$ cat config.mk
export PLATFORM = sky130hd
export DESIGN_NAME = vsense_ctrl
export DESIGN_NICKNAME = d
export VERILOG_FILES = /design/src/rtl/vsense_pkg.sv /design/src/rtl/vsense_cfg_fsm.sv /design/src/rtl/vsense_slot_ptr.sv /design/src/rtl/vsense_chan_mux.sv /design/src/rtl/vsense_ctrl.sv
export SDC_FILE = /design/constraint.sdc
export NUM_CORES = 1
export LEC_CHECK = 0
export BUFFER_PORTS_ARGS = -buffer_cell sky130_fd_sc_hd__buf_2
export CAP_MARGIN = 25
export CORE_MARGIN = 3
export CORE_UTILIZATION = 30
export DETAILED_ROUTE_END_ITERATION = 16
export PLACE_DENSITY = 0.5
export SLEW_MARGIN = 20
export SYNTH_ARGS = -nofsm -noshare
export SYNTH_HDL_FRONTEND = slang
export SYNTH_SLANG_ARGS = --single-unit
export TNS_END_PERCENT = 10
$ cat constraint.sdc
create_clock -name clk -period 3.04 [get_ports clk]
set_input_delay 0.608 -clock clk [delete_from_list [all_inputs] [get_ports clk]]
set_output_delay 0.608 -clock clk [all_outputs]
set_load 0.005 [all_outputs]
$ cat src/rtl/vsense_pkg.sv
`timescale 1ns/1ps
package vsense_pkg;

  localparam int CFG_W    = 12;
  localparam int MODE_LSB = 0;
  localparam int POL_LSB  = 2;

  typedef enum logic [1:0] {
    PAT_AUTO_UPPER = 2'b00,
    PAT_AUTO_ALL   = 2'b01,
    PAT_RESERVED   = 2'b10,
    PAT_USER       = 2'b11
  } vs_pattern_e;

  typedef enum logic [1:0] {
    VS_IDLE = 2'd0,
    VS_LOAD = 2'd1,
    VS_RUN  = 2'd2
  } vs_state_e;

  function automatic vs_pattern_e pattern_of(input logic [CFG_W-1:0] w);
    return vs_pattern_e'(w[MODE_LSB +: 2]);
  endfunction

endpackage

$ cat src/rtl/vsense_cfg_fsm.sv
`timescale 1ns/1ps
module vsense_cfg_fsm
  import vsense_pkg::*;
#(
  parameter int HOLD_CYCLES = 4
) (
  input  logic clk,
  input  logic rst,
  output logic coreconfig,
  output logic running
);
  localparam int CW = $clog2(HOLD_CYCLES + 1);
  localparam logic [CW-1:0] LAST_CNT = CW'(HOLD_CYCLES - 1);

  vs_state_e      st;
  logic [CW-1:0]  cnt;

  always_ff @(posedge clk) begin
    if (rst) begin
      st  <= VS_IDLE;
      cnt <= '0;
    end else begin
      case (st)
        VS_IDLE: begin
          st  <= VS_LOAD;
          cnt <= '0;
        end
        VS_LOAD: begin
          if (cnt == LAST_CNT) st <= VS_RUN;
          else                 cnt <= cnt + 1'b1;
        end
        default: st <= VS_RUN;
      endcase
    end
  end

  assign coreconfig = (st == VS_LOAD);
  assign running    = (st == VS_RUN);
endmodule

$ cat src/rtl/vsense_slot_ptr.sv
`timescale 1ns/1ps
module vsense_slot_ptr #(
  parameter int SLOTS    = 8,
  parameter int LAST_IDX = 3,
  parameter int PTR_W    = 3
) (
  input  logic             clk,
  input  logic             rst,
  input  logic             adv,
  output logic [PTR_W-1:0] ptr
);
  localparam logic [PTR_W-1:0] LAST_P = PTR_W'(LAST_IDX);

  always_ff @(posedge clk) begin
    if (rst)      ptr <= '0;
    else if (adv) ptr <= (ptr == LAST_P) ? '0 : ptr + 1'b1;
  end
endmodule

$ cat src/rtl/vsense_chan_mux.sv
`timescale 1ns/1ps
module vsense_chan_mux #(
  parameter int                   SLOTS     = 8,
  parameter int                   CH_W      = 4,
  parameter int                   PTR_W     = 3,
  parameter logic [SLOTS*CH_W-1:0] CH_LIST  = '0,
  parameter bit                   USER_MODE = 1'b1
) (
  input  logic [PTR_W-1:0] ptr,
  output logic [CH_W-1:0]  chsel
);
  logic [CH_W-1:0] tbl [SLOTS];

  for (genvar k = 0; k < SLOTS; k++) begin : g_slot
    assign tbl[k] = CH_LIST[k*CH_W +: CH_W];
  end

  assign chsel = USER_MODE ? tbl[ptr] : '0;
endmodule

$ cat src/rtl/vsense_ctrl.sv
`timescale 1ns/1ps
module vsense_ctrl
  import vsense_pkg::*;
#(
  parameter logic [11:0] CFG_WORD    = 12'b0100_0100_0111,
  parameter int          HOLD_CYCLES = 4,
  parameter int          SLOTS       = 8,
  parameter int          CH_W        = 4,
  parameter int          LAST_IDX    = 3,
  parameter logic [SLOTS*CH_W-1:0] CH_LIST = 32'h0765_3124
) (
  input  logic             clk,
  input  logic             rst,
  input  logic             eoc,
  output logic             coreconfig,
  output logic [CFG_W-1:0] cfg_word,
  output logic [CH_W-1:0]  chsel
);
  localparam int PTR_W     = (SLOTS > 1) ? $clog2(SLOTS) : 1;
  localparam bit USER_MODE = (pattern_of(CFG_WORD) == PAT_USER);

  logic             running;
  logic [PTR_W-1:0] ptr;

  vsense_cfg_fsm #(.HOLD_CYCLES(HOLD_CYCLES)) u_fsm (
    .clk(clk), .rst(rst), .coreconfig(coreconfig), .running(running)
  );

  vsense_slot_ptr #(.SLOTS(SLOTS), .LAST_IDX(LAST_IDX), .PTR_W(PTR_W)) u_ptr (
    .clk(clk), .rst(rst), .adv(running & eoc), .ptr(ptr)
  );

  vsense_chan_mux #(
    .SLOTS(SLOTS), .CH_W(CH_W), .PTR_W(PTR_W),
    .CH_LIST(CH_LIST), .USER_MODE(USER_MODE)
  ) u_mux (
    .ptr(ptr), .chsel(chsel)
  );

  assign cfg_word = CFG_WORD;
endmodule

==> results.py, run 1 <==
metrics = {
    "sta": {
        "setup_viol": 0,
        "grt_setup_unrepaired": "false",
        "finalCriticalPeriod_ns": 1.93,
        "clock.fmax_mhz": 519,
        "final_hold_viol_count": 0,
        "fin_crit_sh": 0.634,
        "finalClockSkew_ns": 0.000787,
        "finalSetupTns_ns": 0,
        "drv_slew": 0,
        "timing.final.ws_setup_ns": 1.11,
    },
    "place": {
        "routabilityCongestion": 0.624,
        "portBuffers": 6,
        "place_area_um2": 510,
        "dpl.hpwl_um": 611,
        "dpl_worst_slack_ns": 1.38,
    },
    "clock_network": {
        "cts.clk_slew.worst_paths_ns": 0.06,
        "clk_latency_ns": 0.25,
        "tritoncts": "yes",
        "num_cts_buffers": 3,
        "ctsHtreeMaxLevel": 1,
        "holdBufCountCts": 0,
        "cts-resized-gates": 0,
        "clock-root-buffer": "clkbuf_4",
        "clock_sink_count": 8,
        "buffers_from_clock_root_to_sink_at_most": 2,
        "post-cts-setup-buffer-count": 0,
    },
    "synthesis": {
        "synth_sequential_area_ratio": 0.310,
        "yosysWarnings": 0,
        "netlist_area_um2": 517,
        "ys_types": 22,
        "netlist_instances": 60,
        "synth-seq-cells": 8,
        "syn_area_per_cell_um2": 8.61,
    },
    "pwr": {
        "p_leak_nw": 0.269,
        "worst_vdd_rail_ir_drop_mv": 0.211,
        "totalPowerFinal_w": 0.000205,
        "powerDensity_mw_per_mm2": 384,
    },
    "detailed_routing": {
        "route.antenna.remaining_nets": 0,
        "wirelength_met1_um": 353,
        "routed_wl_um": 768,
        "detailedRoute.firstPassIterationCount": 4,
        "drc": 0,
        "post_drt_wl_per_cell_um": 9.25,
        "first_iter_violations": 7,
        "top_signal_layer_used": "met4",
        "met2RoutedLength_um": 363,
        "via_count": 352,
        "post_drt_via_cell_ratio": 4.24,
        "met3RoutedLength_um": 47,
    },
    "floorplanning": {
        "count_of_standard_cell_rows": 14,
        "width_of_the_die_um": 47.5,
        "design.die.area_mm2": 0.00226,
        "floorplan.die.height_um": 47.5,
        "core_area_mm2": 0.00156,
        "design.portCount": 20,
        "initial_core_utilization": 0.331,
    },
    "setup_path": {
        "required_time_of_the_critical_path_ns": 2.43,
        "cp_startpoint_kind": "flop",
        "rrSetupSlack_ns": 1.71,
        "critPathCaptureType": "primary output",
        "worst-setup-path-type": "reg -> out",
        "critical_path_arrival_ns": 1.32,
        "worstPathMaxFanout": 6,
    },
    "run": {
        "number_of_max_cap_violations": 0,
    },
    "final_layout": {
        "drive_above_1_share": 0.194,
        "most_used_cells_in_the_layout_excluding_fill_and_tap_cells": "conb_1 (13), dfxtp_1 (8), buf_2 (6)",
        "layout.filler_cells": 173,
        "antenna_cells": 0,
        "area_growth_syn_to_layout_pct": 3.15,
        "final_design_area_no_fill_um2": 533,
        "most_common_cell_after_layout_fill_and_taps_aside": "conb_1",
        "num-nets-final": 77,
        "final_core_utilization": 0.342,
    },
    "global_route": {
        "globalRouteOverflowTotal": 0,
        "grt_first_pass_wirelength_mm": 1.16,
        "grt_pass1_vias": 288,
        "grt_use_total": 0.0772,
        "pin_count_of_the_biggest_net_entering_global_routing": 8,
        "antenna_found_initial": 0,
    },
    "outcome": {
        "outcome": "complete, no violations",
    },
    "worst_hold_path": {
        "hold_path.class": "reg -> reg",
    },
}
sequential cells by signal, indices dropped and copies added (netlist names):
name / count
u_fsm.cnt: 3
u_ptr.ptr: 3
u_fsm.st: 2
final timing paths:
check                                          startpoint                         to  cells after the start
worst min register to register  u_fsm.cnt[2]$_SDFFE_PP0P_  u_fsm.cnt[2]$_SDFFE_PP0P_                      1
worst max-delay path            u_ptr.ptr[0]$_SDFFE_PP0P_                   chsel[1]                      5
worst min-delay path            u_fsm.cnt[2]$_SDFFE_PP0P_  u_fsm.cnt[2]$_SDFFE_PP0P_                      1
worst max register to register  u_fsm.cnt[0]$_SDFFE_PP0P_  u_fsm.cnt[0]$_SDFFE_PP0P_                      5
cell families after synthesis:
family / synth area share
buffers and inverters: 0.225
AND/OR/NAND/NOR: 0.194
flip-flops: 0.310
AO/OA/AOI/OAI: 0.0969
adder cells (fa/ha/maj): 0.121
multiplexers: 0.0387
other: 0.0145
per-stage QoR:
step | hold WS [ns] | cells
global placement | 0.479 | 80
global route | 0.514 | 83
CTS | 0.502 | 83
finish | 0.498 | 83
detailed placement | 0.489 | 80
floorplan | 0.469 | 71
synthesized netlist by cell type:
cell type | count | area [um2]
and3_1 | 1 | 6.26
a32o_1 | 1 | 10.0
a22oi_1 | 1 | 7.51
a21oi_2 | 1 | 8.76
nand3b_1 | 2 | 15.0
nor2_1 | 5 | 18.8
ha_1 | 5 | 62.6
o21ai_0 | 1 | 5.00
mux2i_1 | 2 | 20.0
dfxtp_1 | 8 | 160
and3b_2 | 1 | 10.0
or3_1 | 1 | 6.26
buf_4 | 13 | 97.6
a21oi_1 | 2 | 10.0
and2_1 | 1 | 6.26
conb_1 | 2 | 7.51
a21o_2 | 1 | 8.76
inv_1 | 5 | 18.8
nor2b_1 | 1 | 6.26
and2b_2 | 1 | 8.76
nor3b_1 | 1 | 7.51
nand2_1 | 4 | 15.0
area by class of cell:
type / instances / area [um2] / area share
clock buffers: 3 / 22.5 / 0.0423
inverters: 5 / 18.8 / 0.0352
multi-input cells: 45 / 282 / 0.528
flip-flops and latches: 8 / 160 / 0.300
well taps: 16 / 20.0 / 0.0376
repair buffers: 6 / 30.0 / 0.0563
per-layer routing:
layer	track usage	up-vias
li1	-	184
met1	0.0761	157
met2	0.131	9
met3	0.0451	2
met4	0.0331	0
met5	0	-
worst max-delay path, cell delays in order (launching register included):
cell     delay, ns
dfxtp_1       0.42
inv_1         0.08
ha_1          0.31
nand2_1       0.07
o21ai_0       0.07
buf_2         0.13
power breakdown:
group,switching (W),internal (W)
sequential,0.00000194,0.000107
combinational,0.00000918,0.00000539
clock,0.0000355,0.0000452
Note: power is estimated with default switching activity, not from simulation.
==> run 2: changes to the inputs <==
--- a/config.mk
+++ b/config.mk
@@ -5,12 +5,13 @@
 export SDC_FILE = /design/constraint.sdc
 export NUM_CORES = 1
 export LEC_CHECK = 0
+export ABC_AREA = 1
 export BUFFER_PORTS_ARGS = -buffer_cell sky130_fd_sc_hd__buf_2
 export CAP_MARGIN = 25
 export CORE_MARGIN = 3
 export CORE_UTILIZATION = 30
 export DETAILED_ROUTE_END_ITERATION = 16
-export PLACE_DENSITY = 0.5
+export PLACE_DENSITY = 0.49
 export SLEW_MARGIN = 20
 export SYNTH_ARGS = -nofsm -noshare
 export SYNTH_HDL_FRONTEND = slang
==> constraint.sdc (replaced) <==
create_clock -name clk -period 1.8 [get_ports clk]
set_input_delay 0.36 -clock clk [delete_from_list [all_inputs] [get_ports clk]]
set_output_delay 0.36 -clock clk [all_outputs]
set_load 0.005 [all_outputs]
==> run 2 against run 1 <==
Effect of this change: clock power up 66%; utilization up 1.1 points; critical path type unchanged; sequential power up 72%; first-iteration DRC count down 57%; synthesized cell count up 32%; combinational power up 110%; non-clock buffer count unchanged; hold slack worse by 0.12 ns; routed wire length up 2.3%.
==> results.py, run 2 <==
metrics = {
    "outcome": {
        "outcome": "complete, no violations",
    },
    "final_layout": {
        "num-nets-final": 96,
        "antenna_cells": 0,
        "final_design_area_no_fill_um2": 569,
        "layout.filler_cells": 186,
        "largest_registers": "u_fsm.cnt x3, u_ptr.ptr x3, u_fsm.st x2",
        "most_used_cells_in_the_layout_excluding_fill_and_tap_cells": "nand2_1 (23), conb_1 (13), inv_1 (12)",
        "area_growth_syn_to_layout_pct": 4.84,
        "most_common_cell_after_layout_fill_and_taps_aside": "nand2_1",
        "final_core_utilization": 0.353,
        "drive_above_1_share": 0.128,
    },
    "sta": {
        "grt_setup_unrepaired": "false",
        "finalClockSkew_ns": 0.00143,
        "setup_viol": 0,
        "final_hold_viol_count": 0,
        "clock.fmax_mhz": 615,
        "fin_crit_sh": 0.904,
        "finalSetupTns_ns": 0,
        "drv_slew": 0,
        "timing.final.ws_setup_ns": 0.173,
        "finalCriticalPeriod_ns": 1.63,
    },
    "setup_path": {
        "required_time_of_the_critical_path_ns": 1.44,
        "critPathCaptureType": "primary output",
        "worstPathMaxFanout": 4,
        "worst-setup-path-type": "reg -> out",
        "cp_startpoint_kind": "flop",
        "critical_path_arrival_ns": 1.27,
    },
    "floorplanning": {
        "design.die.area_mm2": 0.00236,
        "width_of_the_die_um": 48.5,
        "initial_core_utilization": 0.337,
        "floorplan.die.height_um": 48.5,
        "core_area_mm2": 0.00161,
        "design.portCount": 20,
        "count_of_standard_cell_rows": 14,
    },
    "synthesis": {
        "synth_top_cell_area_share": 0.295,
        "yosysWarnings": 0,
        "synth-main-ff-cell": "dfxtp_1",
        "netlist_instances": 79,
        "synthMostInstantiatedCell": "nand2_1",
        "netlist_top_cells_count": "nand2_1 (23), buf_4 (13), inv_1 (12)",
        "synth-seq-cells": 8,
        "ys_async_sr_fraction": 0,
        "netlist_area_um2": 543,
        "synth_sequential_area_ratio": 0.295,
        "synth_enable_flop_cells": 0,
        "ys_types": 11,
        "syn_area_per_cell_um2": 6.87,
        "synth_largest_area_cell": "dfxtp_1",
        "synth.area.top_cells": "dfxtp_1 (29%), buf_4 (18%), nand2_1 (16%), ha_1 (12%), inv_1 (8.3%)",
    },
    "run": {
        "number_of_max_cap_violations": 0,
    },
    "pwr": {
        "p_leak_nw": 0.323,
        "power.share.combinational": 0.087,
        "powerDensity_mw_per_mm2": 618,
        "worst_vdd_rail_ir_drop_mv": 0.303,
        "p_seq_frac": 0.531,
        "power_switching_share": 0.236,
        "p_int_w": 0.000269,
        "clock_power_share": 0.382,
        "power.net_switching_w": 0.0000830,
    },
    "clock_network": {
        "clk_latency_ns": 0.25,
        "cts.clk_slew.worst_paths_ns": 0.05,
        "num_cts_buffers": 3,
        "clock-root-buffer": "clkbuf_4",
        "cts-resized-gates": 0,
        "post-cts-setup-buffer-count": 0,
        "ctsHtreeMaxLevel": 1,
        "holdBufCountCts": 0,
        "clock_sink_count": 8,
        "tritoncts": "yes",
        "buffers_from_clock_root_to_sink_at_most": 2,
    },
    "place": {
        "dpl_worst_slack_ns": 0.435,
        "routabilityCongestion": 0.750,
        "dpl.hpwl_um": 653,
        "portBuffers": 6,
        "place_area_um2": 547,
    },
    "detailed_routing": {
        "via_count": 419,
        "post_drt_via_cell_ratio": 3.81,
        "route.antenna.remaining_nets": 0,
        "first_iter_violations": 3,
        "drc": 0,
        "routed_wl_um": 786,
        "detailedRoute.firstPassIterationCount": 4,
        "post_drt_wl_per_cell_um": 7.15,
    },
    "global_route": {
        "grt_pass1_vias": 325,
        "pin_count_of_the_biggest_net_entering_global_routing": 7,
        "grt_use_total": 0.0714,
        "globalRouteOverflowTotal": 0,
        "antenna_found_initial": 0,
        "grt_first_pass_wirelength_mm": 1.26,
    },
    "worst_hold_path": {
        "hold_path.class": "in -> reg",
    },
}
run 2: cell families after synthesis:
family / synth area share
other: 0.0138
AO/OA/AOI/OAI: 0.0576
buffers and inverters: 0.263
flip-flops: 0.295
AND/OR/NAND/NOR: 0.256
adder cells (fa/ha/maj): 0.115
run 2: final timing paths:
path / start / end / slack, ns / cells past startpoint
hold reg to reg: u_fsm.cnt[2]$_SDFFE_PP0P_ / u_fsm.cnt[2]$_SDFFE_PP0P_ / 0.45 / 2
setup / recovery: u_ptr.ptr[0]$_SDFFE_PP0P_ / chsel[1] / 0.17 / 5
setup reg to reg: u_fsm.cnt[0]$_SDFFE_PP0P_ / u_fsm.cnt[0]$_SDFFE_PP0P_ / 0.67 / 6
hold / removal: rst / u_fsm.st[1]$_SDFFE_PP0P_ / 0.37 / 2
run 2: critical path, cell delays in order, from the launching register on:
cell and delay (ns):
dfxtp_1 0.36, inv_1 0.09, ha_1 0.31, nand2_1 0.06, o21ai_0 0.06, buf_2 0.13
run 2: cell type report:
type / instances / area, um2 / share of cell area
multi-input cells: 57 / 282 / 0.495
flip-flops and latches: 8 / 160 / 0.281
inverters: 12 / 45.0 / 0.0791
repair buffers: 6 / 30.0 / 0.0527
well taps: 24 / 30.0 / 0.0527
clock buffers: 3 / 22.5 / 0.0396
run 2: per-layer routing:
| metal | GRT usage | share of wire | vias up |
|---|---|---|---|
| met3 | 0.0153 | 0.093 | 4 |
| met5 | 0 | 0 | - |
| li1 | - | - | 224 |
| met4 | 0.0995 | 0.046 | 0 |
| met1 | 0.0761 | 0.45 | 172 |
| met2 | 0.101 | 0.41 | 19 |
run 2: power by group through the flow:
stage	Clock [W]	Combinational, W	Sequential (W)
floorplan	0	0.0000417	0.000189
global placement	0	0.0000293	0.000190
detailed placement	0	0.0000302	0.000190
CTS	0.000141	0.0000303	0.000186
global route	0.000151	0.0000362	0.000187
finish	0.000134	0.0000305	0.000187
run 2: stage by stage:
step           std cells  hold WS [ns]  total power (W)
6_report             110         0.374         0.000352
2_1_floorplan         90         0.419         0.000231
5_1_grt              110         0.370         0.000374
3_3_place_gp         107         0.433         0.000220
3_5_place_dp         107         0.441         0.000220
4_1_cts              110         0.367         0.000357
